===== src/rtl/eri_pkg.sv =====
package eri_pkg;
  // Default geometry of the control word.
  localparam int DEF_MANT_W  = 4;
  localparam int DEF_EXP_W   = 3;
  localparam int DEF_EXP_MAX = 6;
  localparam int DEF_NUM_W   = 8;
  localparam int DEF_CNT_W   = 24;

  // Split view of a rate code with the default geometry.
  typedef struct packed {
    logic [DEF_EXP_W-1:0]  expo;
    logic [DEF_MANT_W-1:0] mant;
  } rate_code_t;

  // Which source asked for the current error (used for clarity in the top).
  typedef enum logic [1:0] {
    SRC_NONE   = 2'b00,
    SRC_RATE   = 2'b01,
    SRC_MANUAL = 2'b10,
    SRC_BOTH   = 2'b11
  } err_src_e;
endpackage


===== src/rtl/eri_period_calc.sv =====
// Converts a mantissa/exponent pair to a packet period, clamping the exponent.
module eri_period_calc #(
  parameter int MANT_W  = 4,
  parameter int EXP_W   = 3,
  parameter int EXP_MAX = 6,
  parameter int CNT_W   = 24
) (
  input  logic [MANT_W-1:0] mant,
  input  logic [EXP_W-1:0]  expo,
  output logic [CNT_W-1:0]  period
);
  localparam logic [CNT_W-1:0] TEN = CNT_W'(10);

  // Multiply by ten once per exponent step, up to the ceiling.
  always_comb begin
    period = CNT_W'(mant);
    for (int k = 0; k < EXP_MAX; k++) begin
      if (k < int'(expo)) period = period * TEN;
    end
  end
endmodule


===== src/rtl/eri_rate_engine.sv =====
// Packet interval counter and remaining-error counter for a rate-driven run.
module eri_rate_engine #(
  parameter int CNT_W = 24,
  parameter int NUM_W = 8
) (
  input  logic             clk,
  input  logic             rst_n,
  input  logic             load,
  input  logic             load_ok,
  input  logic [CNT_W-1:0] period_in,
  input  logic [NUM_W-1:0] num_in,
  input  logic             pkt_start,
  output logic             hit,
  output logic             active
);
  localparam logic [NUM_W-1:0] NUM_FOREVER = {NUM_W{1'b1}};
  localparam logic [NUM_W-1:0] NUM_ONE     = NUM_W'(1);
  localparam logic [CNT_W-1:0] CNT_ONE     = CNT_W'(1);

  logic [CNT_W-1:0] period_q;
  logic [CNT_W-1:0] cnt_q;
  logic [NUM_W-1:0] rem_q;

  // A write takes priority over a packet in the same cycle.
  assign hit = active && pkt_start && !load && (cnt_q == CNT_ONE);

  always_ff @(posedge clk) begin
    if (!rst_n) begin
      active   <= 1'b0;
      period_q <= CNT_ONE;
      cnt_q    <= CNT_ONE;
      rem_q    <= '0;
    end else if (load) begin
      active   <= load_ok && (num_in != '0);
      period_q <= period_in;
      cnt_q    <= period_in;
      rem_q    <= num_in;
    end else if (active && pkt_start) begin
      if (cnt_q == CNT_ONE) begin
        cnt_q <= period_q;
        if (rem_q != NUM_FOREVER) begin
          rem_q <= rem_q - NUM_ONE;
          if (rem_q == NUM_ONE) active <= 1'b0;
        end
      end else begin
        cnt_q <= cnt_q - CNT_ONE;
      end
    end
  end

  p_cnt_range_r2: assert property (@(posedge clk) disable iff (!rst_n)
    active |-> (cnt_q != '0) && (cnt_q <= period_q));
  p_zero_idle_r4: assert property (@(posedge clk) disable iff (!rst_n)
    (load && !load_ok) |=> !active);
  p_last_stops_r6: assert property (@(posedge clk) disable iff (!rst_n)
    (hit && rem_q == NUM_ONE) |=> !active);
  p_forever_r7: assert property (@(posedge clk) disable iff (!rst_n)
    (active && rem_q == NUM_FOREVER && !load) |=> active);
  p_restart_r5: assert property (@(posedge clk) disable iff (!rst_n)
    (load && load_ok && num_in != '0) |=> active && (cnt_q == period_q));
endmodule


===== src/rtl/eri_manual_arm.sv =====
// Rising-edge detector with a one-deep pending flag consumed by the next packet.
module eri_manual_arm (
  input  logic clk,
  input  logic rst_n,
  input  logic man_in,
  input  logic arm_ok,
  input  logic take,
  output logic pend
);
  logic prev_q;
  logic rise;

  assign rise = man_in && !prev_q && arm_ok;

  always_ff @(posedge clk) begin
    if (!rst_n) begin
      prev_q <= 1'b0;
      pend   <= 1'b0;
    end else begin
      prev_q <= man_in;
      // A new edge survives a same-cycle take: it targets the following packet.
      pend   <= (pend && !take) || rise;
    end
  end

  p_ignored_r8: assert property (@(posedge clk) disable iff (!rst_n)
    (!arm_ok && !pend) |=> !pend);
  p_merge_r9: assert property (@(posedge clk) disable iff (!rst_n)
    (pend && !take) |=> pend);
endmodule


===== src/rtl/eri_injector.sv =====
// Top: decides per packet whether the downstream stage should corrupt it.
module eri_injector
  import eri_pkg::*;
#(
  parameter int MANT_W  = DEF_MANT_W,
  parameter int EXP_W   = DEF_EXP_W,
  parameter int EXP_MAX = DEF_EXP_MAX,
  parameter int NUM_W   = DEF_NUM_W,
  parameter int CNT_W   = DEF_CNT_W
) (
  input  logic                     clk,
  input  logic                     rst_n,
  input  logic                     cfg_we,
  input  logic [MANT_W+EXP_W-1:0]  cfg_rate,
  input  logic [NUM_W-1:0]         cfg_num,
  input  logic                     cfg_man_mode,
  input  logic                     glb_man_en,
  input  logic                     man_err,
  input  logic                     pkt_start,
  output logic                     pkt_corrupt,
  output logic                     run_active
);
  localparam int RATE_W = MANT_W + EXP_W;

  logic [MANT_W-1:0] mant;
  logic [EXP_W-1:0]  expo;
  logic [CNT_W-1:0]  period;
  logic              rate_hit;
  logic              man_pend;
  logic              man_mode_q;
  logic              corrupt_q;
  err_src_e          src;

  assign mant = cfg_rate[MANT_W-1:0];
  assign expo = cfg_rate[RATE_W-1:MANT_W];

  eri_period_calc #(
    .MANT_W(MANT_W), .EXP_W(EXP_W), .EXP_MAX(EXP_MAX), .CNT_W(CNT_W)
  ) u_period (
    .mant  (mant),
    .expo  (expo),
    .period(period)
  );

  eri_rate_engine #(.CNT_W(CNT_W), .NUM_W(NUM_W)) u_rate (
    .clk      (clk),
    .rst_n    (rst_n),
    .load     (cfg_we),
    .load_ok  (mant != '0),
    .period_in(period),
    .num_in   (cfg_num),
    .pkt_start(pkt_start),
    .hit      (rate_hit),
    .active   (run_active)
  );

  eri_manual_arm u_man (
    .clk   (clk),
    .rst_n (rst_n),
    .man_in(man_err),
    .arm_ok(man_mode_q && glb_man_en),
    .take  (pkt_start),
    .pend  (man_pend)
  );

  assign src = err_src_e'({man_pend && pkt_start, rate_hit});

  always_ff @(posedge clk) begin
    if (!rst_n) begin
      man_mode_q <= 1'b0;
      corrupt_q  <= 1'b0;
    end else begin
      if (cfg_we) man_mode_q <= cfg_man_mode;
      corrupt_q <= (src != SRC_NONE);
    end
  end

  assign pkt_corrupt = corrupt_q;

  p_pulse_after_start_r11: assert property (@(posedge clk) disable iff (!rst_n)
    pkt_corrupt |-> $past(pkt_start));
  p_manual_lands_r10: assert property (@(posedge clk) disable iff (!rst_n)
    (pkt_start && man_pend) |=> pkt_corrupt);
  p_rate_lands_r2: assert property (@(posedge clk) disable iff (!rst_n)
    rate_hit |=> pkt_corrupt);
endmodule


===== config.mk =====
export PLATFORM = sky130hd
export DESIGN_NAME = eri_injector
export DESIGN_NICKNAME = d
export VERILOG_FILES = /design/src/rtl/eri_pkg.sv /design/src/rtl/eri_period_calc.sv /design/src/rtl/eri_rate_engine.sv /design/src/rtl/eri_manual_arm.sv /design/src/rtl/eri_injector.sv
export SDC_FILE = /design/constraint.sdc
export NUM_CORES = 1
export LEC_CHECK = 0
export BUFFER_PORTS_ARGS = -buffer_cell sky130_fd_sc_hd__buf_2
export CORE_AREA = 2 2 148 150
export CTS_CLUSTER_DIAMETER = 80
export CTS_CLUSTER_SIZE = 20
export DETAILED_ROUTE_END_ITERATION = 7
export DIE_AREA = 0 0 150 152
export GPL_TIMING_DRIVEN = 0
export PLACE_DENSITY = 0.56
export SLEW_MARGIN = 20
export SYNTH_ARGS = -nofsm -noshare
export SYNTH_HDL_FRONTEND = slang
export SYNTH_SLANG_ARGS = --single-unit

===== constraint.sdc =====
create_clock -name clk -period 12.2 [get_ports clk]
set_input_delay 0 -clock clk [delete_from_list [all_inputs] [get_ports clk]]
set_output_delay 0 -clock clk [all_outputs]
set_load 0.05 [all_outputs]

==> results of run 1 <==
-- cells in the mapped netlist (3+ instances only) --
master and n:
o21ai_0 103, xor2_1 22, mux2i_1 10, a221o_1 4, o211a_1 7, xnor2_1 33, nand3_1 23, nor4_1 17
o311ai_0 3, dfxtp_1 61, a211o_1 7, clkbuf_1 39, a211oi_1 20, a21oi_1 91, nor3_1 32, o31a_1 5
o21a_1 17, ha_1 137, nor2_1 118, and4_1 3, o31ai_1 11, nand2b_1 9, a22oi_1 6, and2_1 17
o22ai_1 9, a31oi_1 7, a21o_1 26, and3_1 15, nand4_1 8, or3_1 9, inv_1 47, nand2_1 106
nor2b_1 14, a21boi_0 18, or2_2 4, nor3b_1 6, o211ai_1 9, fa_1 6, o21bai_1 5, nand3b_1 4
mux2_2 10
-- metrics by stage --
stage | setup slack (ns) | setup TNS, ns
floorplan | 2.29 | 0
global placement | -0.251 | -0.502
detailed placement | -0.161 | -0.315
CTS | 0.0908 | 0
global route | 0.0393 | 0
finish | 1.00 | 0
-- logic make-up (layout without fill, tap and decap cells) --
kind of cell               Yosys count  after routing  synth area share (%)
and+or+nand+nor                    401            401                  23.2
muxes                               20             20                  2.53
xor gates and xnor gates            55             55                  5.73
buffers and inverters               90            134                  4.12
AOI/OAI and AO/OA                  369            369                  28.0
adders and majority gates          143            143                  21.8
DFF                                 61             61                  14.5
-- worst max path at each step --
stage	end	cells after the start
after floorplan	u_rate.cnt_q[23]	47
after global placement	u_rate.cnt_q[23]	52
after detailed placement	u_rate.period_q[23]	52
after CTS	u_rate.period_q[23]	52
after global routing	u_rate.cnt_q[23]	52
final	u_rate.period_q[23]	52
-- sequential cells by signal (all words and copies together) (netlist names) --
signal	count
u_rate.period_q	24
u_man.pend	1
u_man.prev_q	1
man_mode_q	1
u_rate.rem_q	8
pkt_corrupt	1
u_rate.cnt_q	24
u_rate.active	1
-- cell usage in the layout, fill, tap and decap left out, types with 10 or more instances in the layout --
master      n
mux2_2     10
and3_1     15
nand3_1    23
nor4_1     17
ha_1      137
a21o_1     26
a211oi_1   19
clkbuf_1   41
nor2b_1    14
nor2_1    117
and2_1     17
o21a_1     17
o31ai_1    11
o21ai_0   102
nand2_1   105
xnor2_1    33
nor3_1     32
xor2_1     21
dfxtp_1    61
a21oi_1    91
a21boi_0   17
inv_1      47
buf_2      22
-- worst max-delay path, delay by kind of cell --
| family | cells | cell delay (ns) |
|---|---|---|
| AOI/OAI and AO/OA | 15 | 3.22 |
| adders and majority gates | 9 | 2.87 |
| and+or+nand+nor | 16 | 2.68 |
| muxes | 4 | 1.07 |
| buffers and inverters | 6 | 0.98 |
| xor gates and xnor gates | 2 | 0.54 |
-- what timing repair did --
action | 4_1_cts | 5_1_grt
gates resized for setup | 0 | 10
setup endpoints to repair | 0 | 8
hold endpoints to repair | 8 | 0
hold buffers | 8 | 0
-- metal layers --
metal	up-vias	part of all wire, %
li1	4283	-
met1	3921	49
met2	167	46
met3	27	3.1
met4	0	1.5
met5	-	0
-- final cells by class --
type                       count  area [µm²]
buffer                        42         168
clock buffer                  13         250
clock inverter                 2        10.0
fill                        2260       12100
inverter                      48         180
multi-input combinational    988        6860
sequential                    61        1220
tap                          280         350
timing repair buffer          29         185
==> impl_metrics.ini, run 1 <==
[worst_setup_path]
reg2reg_to = u_rate.cnt_q[22]
reg2reg_from = u_rate.cnt_q[1]
crit_start = cfg_rate[5]
crit_top_cell = ha_1
crit_path_max_fanout = 10
slowest_delay_ns = 0.42
startpoint_type = primary input
reg2regPathDepth = 10
cp_slowest_cell = mux2i_2
cp.arrival_ns = 11.41
end_kind = flop
worst_ep_required_time_ns = 12.41
critPathKind = in2reg
timing.reg2reg.setup_slack_ns = 8.99

[clocking]
clk-insertion-delay-late_ns = 0.34
cts_setup_buffers = 0
cts_buffers = 9
h-tree-depth = 3
cts.sinks = 61
tritoncts = done
clkTransAtPathRegs_ns = 0.05
clock-root-buffer = clkbuf_16
clock_path_buffers = 2

[yosys]
synthCells = 1139
synth_nets = 1304
synth_seq_cells = 61
syn-cell-area_mm2 = 0.00840
synth_top_area_cell = ha_1
ys.flop_type = dfxtp_1
yosysWarnings = 0
async_reset_ff_share_pct = 0
yosysSeqAreaShare_pct = 14.5
synth-edff-count = 0
synth_cell_types = 72
syn_area_per_cell_um2 = 7.38
synth_area_leaders = ha_1 20%, dfxtp_1 15%, o21ai_0 6.1%
synth_top_area_share_pct = 20.4

[global_routing]
use_met1_pct = 32.6
grt_pass1_vias = 7958
busiest_layer = met2
grt_pass1_wl_mm = 42.3
grt_use_met2_pct = 38.2
antenna_found_initial = 0
gr-total-overflow = 0
grt_use_total_pct = 23.1
grt_max_degree = 11
grtUsageMet3_pct = 2.16

[die]
io_pins = 24
chipHeight_um = 152
die_area_mm2 = 0.0228
start_util_pct = 39.4
fp.coreArea_mm2 = 0.0214
dieWidth_um = 150
rows = 54

[route]
num_vias = 8398
routed_wl_mm = 26.0
drtIter0Drc = 595
wl_per_cell_um = 17.8
viasPerCell = 5.74
antenna_left = 0
firstDrtPassIters = 5
drc = 0

[min_path]
hold_depth = 4
whs_endpoint = u_rate.rem_q[1]
hp-start = cfg_num[1]
hold_class = in2reg

[cells_and_area]
stdcell_count = 1463
design_area_mm2 = 0.00923
fin_util_pct = 43.2
diodes = 0
area_growth_pct = 9.80
nets = 1344
drive_above_1_share_pct = 5.49

[timing]
hold_viol_final = 0
tightest_slew_ns = 0.911
fmax_mhz = 89.3
drv_slew = 0
min_period_over_period_pct = 91.8
rsz0062_at_grt = false
relSlewSlack_pct = 38.7
setup_viol = 0
finClkSkew_ns = 0.00520
layout_min_cycle_time_ns = 11.20
worst_hold_slack_ns = 0.0288

[place]
port_buffers = 21
gp_routability_congestion = 0.909
placed_cell_area_mm2 = 0.00886
place_inst = 1440
dp_hpwl_mm = 20.9

[job]
maxCapViolCount = 0

[outcome]
status = complete, no violations
Power of run 1 is not shown: default switching activity piles up to over one toggle a cycle in this logic, so the estimate is an artifact.
==> inputs of run 2 (changes only) <==
--- a/config.mk
+++ b/config.mk
@@ -5,12 +5,13 @@
 export SDC_FILE = /design/constraint.sdc
 export NUM_CORES = 1
 export LEC_CHECK = 0
+export ABC_AREA = 1
 export BUFFER_PORTS_ARGS = -buffer_cell sky130_fd_sc_hd__buf_2
-export CORE_AREA = 2 2 148 150
+export CORE_AREA = 2 2 151 153
 export CTS_CLUSTER_DIAMETER = 80
 export CTS_CLUSTER_SIZE = 20
 export DETAILED_ROUTE_END_ITERATION = 7
-export DIE_AREA = 0 0 150 152
+export DIE_AREA = 0 0 153 155
 export GPL_TIMING_DRIVEN = 0
 export PLACE_DENSITY = 0.56
 export SLEW_MARGIN = 20
==> impl_metrics.ini, run 2 <==
[route]
wl_per_cell_um = 15.4
drtIter0Drc = 553
drc = 0
viasPerCell = 5.29
num_vias = 9050
routed_wl_mm = 26.3
antenna_left = 0
firstDrtPassIters = 5

[cells_and_area]
design_area_mm2 = 0.00954
area_growth_pct = 10.0
diodes = 0
top_regs = u_rate.cnt_q: 24 flops, u_rate.period_q: 24 flops, u_rate.rem_q: 8 flops
drive_above_1_share_pct = 7.37
stdcell_count = 1710
nets = 1585
layout_common_cells = 337 x nand2_1, 149 x inv_1, 149 x a21oi_1
fillers = 2420
final_common_cell = nand2_1
register_area_mm2 = 0.00122
multiInputGateArea_mm2 = 0.00670

[clocking]
h-tree-depth = 3
clock-root-buffer = clkbuf_16
clock_path_buffers = 2
cts_setup_buffers = 0
clk-insertion-delay-late_ns = 0.34
clkTransAtPathRegs_ns = 0.05
tritoncts = done
cts.sinks = 61
cts_buffers = 9

[min_path]
hold_class = in2reg
hold_depth = 3
hp-start = cfg_num[2]
whs_endpoint = u_rate.rem_q[2]

[yosys]
syn_area_per_cell_um2 = 6.29
synth_top_area_cell = ha_1
yosysWarnings = 0
syn-cell-area_mm2 = 0.00867
synth_top_area_share_pct = 19.8
synth_simple_gate_area_share_pct = 30.0
synth_seq_cells = 61
yosys.area_share.xor_xnor_pct = 4.44
ys.flop_type = dfxtp_1
yosys-top-cells-count = 337 x nand2_1, 149 x a21oi_1, 149 x inv_1, 137 x ha_1, 133 x nor2_1
synthCells = 1378
synth-edff-count = 0
synth_most_common_cell = nand2_1
yosysSeqAreaShare_pct = 14.1
synth_area_leaders = ha_1 20%, nand2_1 15%, dfxtp_1 14%
synth-adder-area-share_pct = 21.2
async_reset_ff_share_pct = 0
synth_cell_types = 53
synth_compound_area_share_pct = 21.7
synthMuxAreaShare_pct = 0
synth_nets = 1543
synth_top_family_by_area = simple AND/OR/NAND/NOR gates

[worst_setup_path]
reg2reg_to = u_rate.cnt_q[23]
startpoint_type = primary input
end_kind = flop
reg2reg_from = u_rate.cnt_q[13]
crit_path_max_fanout = 6
worst_ep_required_time_ns = 12.46
timing.reg2reg.setup_slack_ns = 9.89
critPathKind = in2reg
crit_top_cell = ha_1
reg2regPathDepth = 8
cp_slowest_cell = o21ai_0
cp.arrival_ns = 10.33
slowest_delay_ns = 0.49
path_delay_family = adder cells
cp_num_buf_inv = 8

[global_routing]
antenna_found_initial = 0
grt_pass1_vias = 8772
grt_pass1_wl_mm = 43.9
grt_max_degree = 11
grt_use_total_pct = 22.4
gr-total-overflow = 0

[die]
io_pins = 24
rows = 55
start_util_pct = 39.0
chipHeight_um = 155
die_area_mm2 = 0.0237
dieWidth_um = 153
fp.coreArea_mm2 = 0.0222

[timing]
fmax_mhz = 99.3
rsz0062_at_grt = false
drv_slew = 0
layout_min_cycle_time_ns = 10.07
finClkSkew_ns = 0.00817
fin_setup_tns_ns = 0
worst_hold_slack_ns = 0.00698
relSlewSlack_pct = 43.3
setup_viol = 0
tightest_slew_ns = 0.847
min_period_over_period_pct = 82.6
hold_viol_final = 0

[outcome]
status = complete, no violations

[place]
placed_cell_area_mm2 = 0.00914
dp_hpwl_mm = 21.7
port_buffers = 22
gp_routability_congestion = 0.940
place_inst = 1685

[job]
maxCapViolCount = 0
[run 2: cell count changes in the layout (fill, tap and decap cells not counted), sizes merged, moves of 14 or more]
cell    delta
clkbuf    -23
a21oi     +60
nand2    +235
a21o      -15
nand3     +60
a21boi    -18
inv      +110
a211oi    -19
and2      -16
nor2b     -14
and3      -14
nor3      -18
xnor2     -19
nor2      +20
[run 2: worst max-delay path by stage]
stage / from / endpoint / slack (ns) / depth (start not counted)
after floorplan: cfg_rate[1] / u_rate.cnt_q[22] / 3.67 / 52
after global placement: cfg_rate[1] / u_rate.cnt_q[22] / 1.99 / 53
after detailed placement: cfg_rate[1] / u_rate.period_q[22] / 1.92 / 53
after CTS: cfg_rate[1] / u_rate.period_q[22] / 2.21 / 53
after global routing: cfg_rate[1] / u_rate.period_q[22] / 1.35 / 53
final: cfg_rate[1] / u_rate.period_q[22] / 2.13 / 53
[run 2: final cells by class]
type	instances	area share, %
multi-input combinational	1127	70.2
sequential	61	12.8
inverter	159	6.31
tap	285	3.74
clock buffer	13	2.83
timing repair buffer	31	2.10
buffer	31	1.53
clock inverter	3	0.446
[run 2: logic make-up (layout without fill, tap and decap cells)]
| family | count (synthesis) | in the layout |
|---|---|---|
| AO/OA/AOI/OAI | 323 | 323 |
| adder cells (fa/ha/maj) | 143 | 143 |
| buffers and inverters | 190 | 237 |
| flip-flops | 61 | 61 |
| XOR/XNOR | 44 | 44 |
| AND/OR/NAND/NOR | 617 | 617 |
[run 2: per-stage QoR]
stage	setup slack (ns)	util (%)
3_3_place_gp	1.99	41.1
5_1_grt	1.35	42.9
2_1_floorplan	3.67	-
3_5_place_dp	1.92	41.1
4_1_cts	2.21	42.9
6_report	2.13	42.9
[run 2: what timing repair did]
action / CTS / global route
resized for setup: 0 / 0
hold endpoints to repair: 10 / 0
hold buffers: 9 / 0
[run 2: per-layer routing]
layer	global-route usage [%]	vias to the layer above	part of all wire, %
li1	-	4755	-
met1	30.4	4068	49
met2	38.5	189	45
met3	1.14	38	3.3
met4	7.28	0	2.4
met5	0	-	0
[run 2: worst reg2reg max path, delay by kind of cell (launching register included)]
kind,cells,cell delay [ns]
AND/OR/NAND/NOR,3,1.19
AO/OA/AOI/OAI,4,0.48
flip-flops,1,0.35
buffers and inverters,1,0.15
Power of run 2 is left out for the same reason.
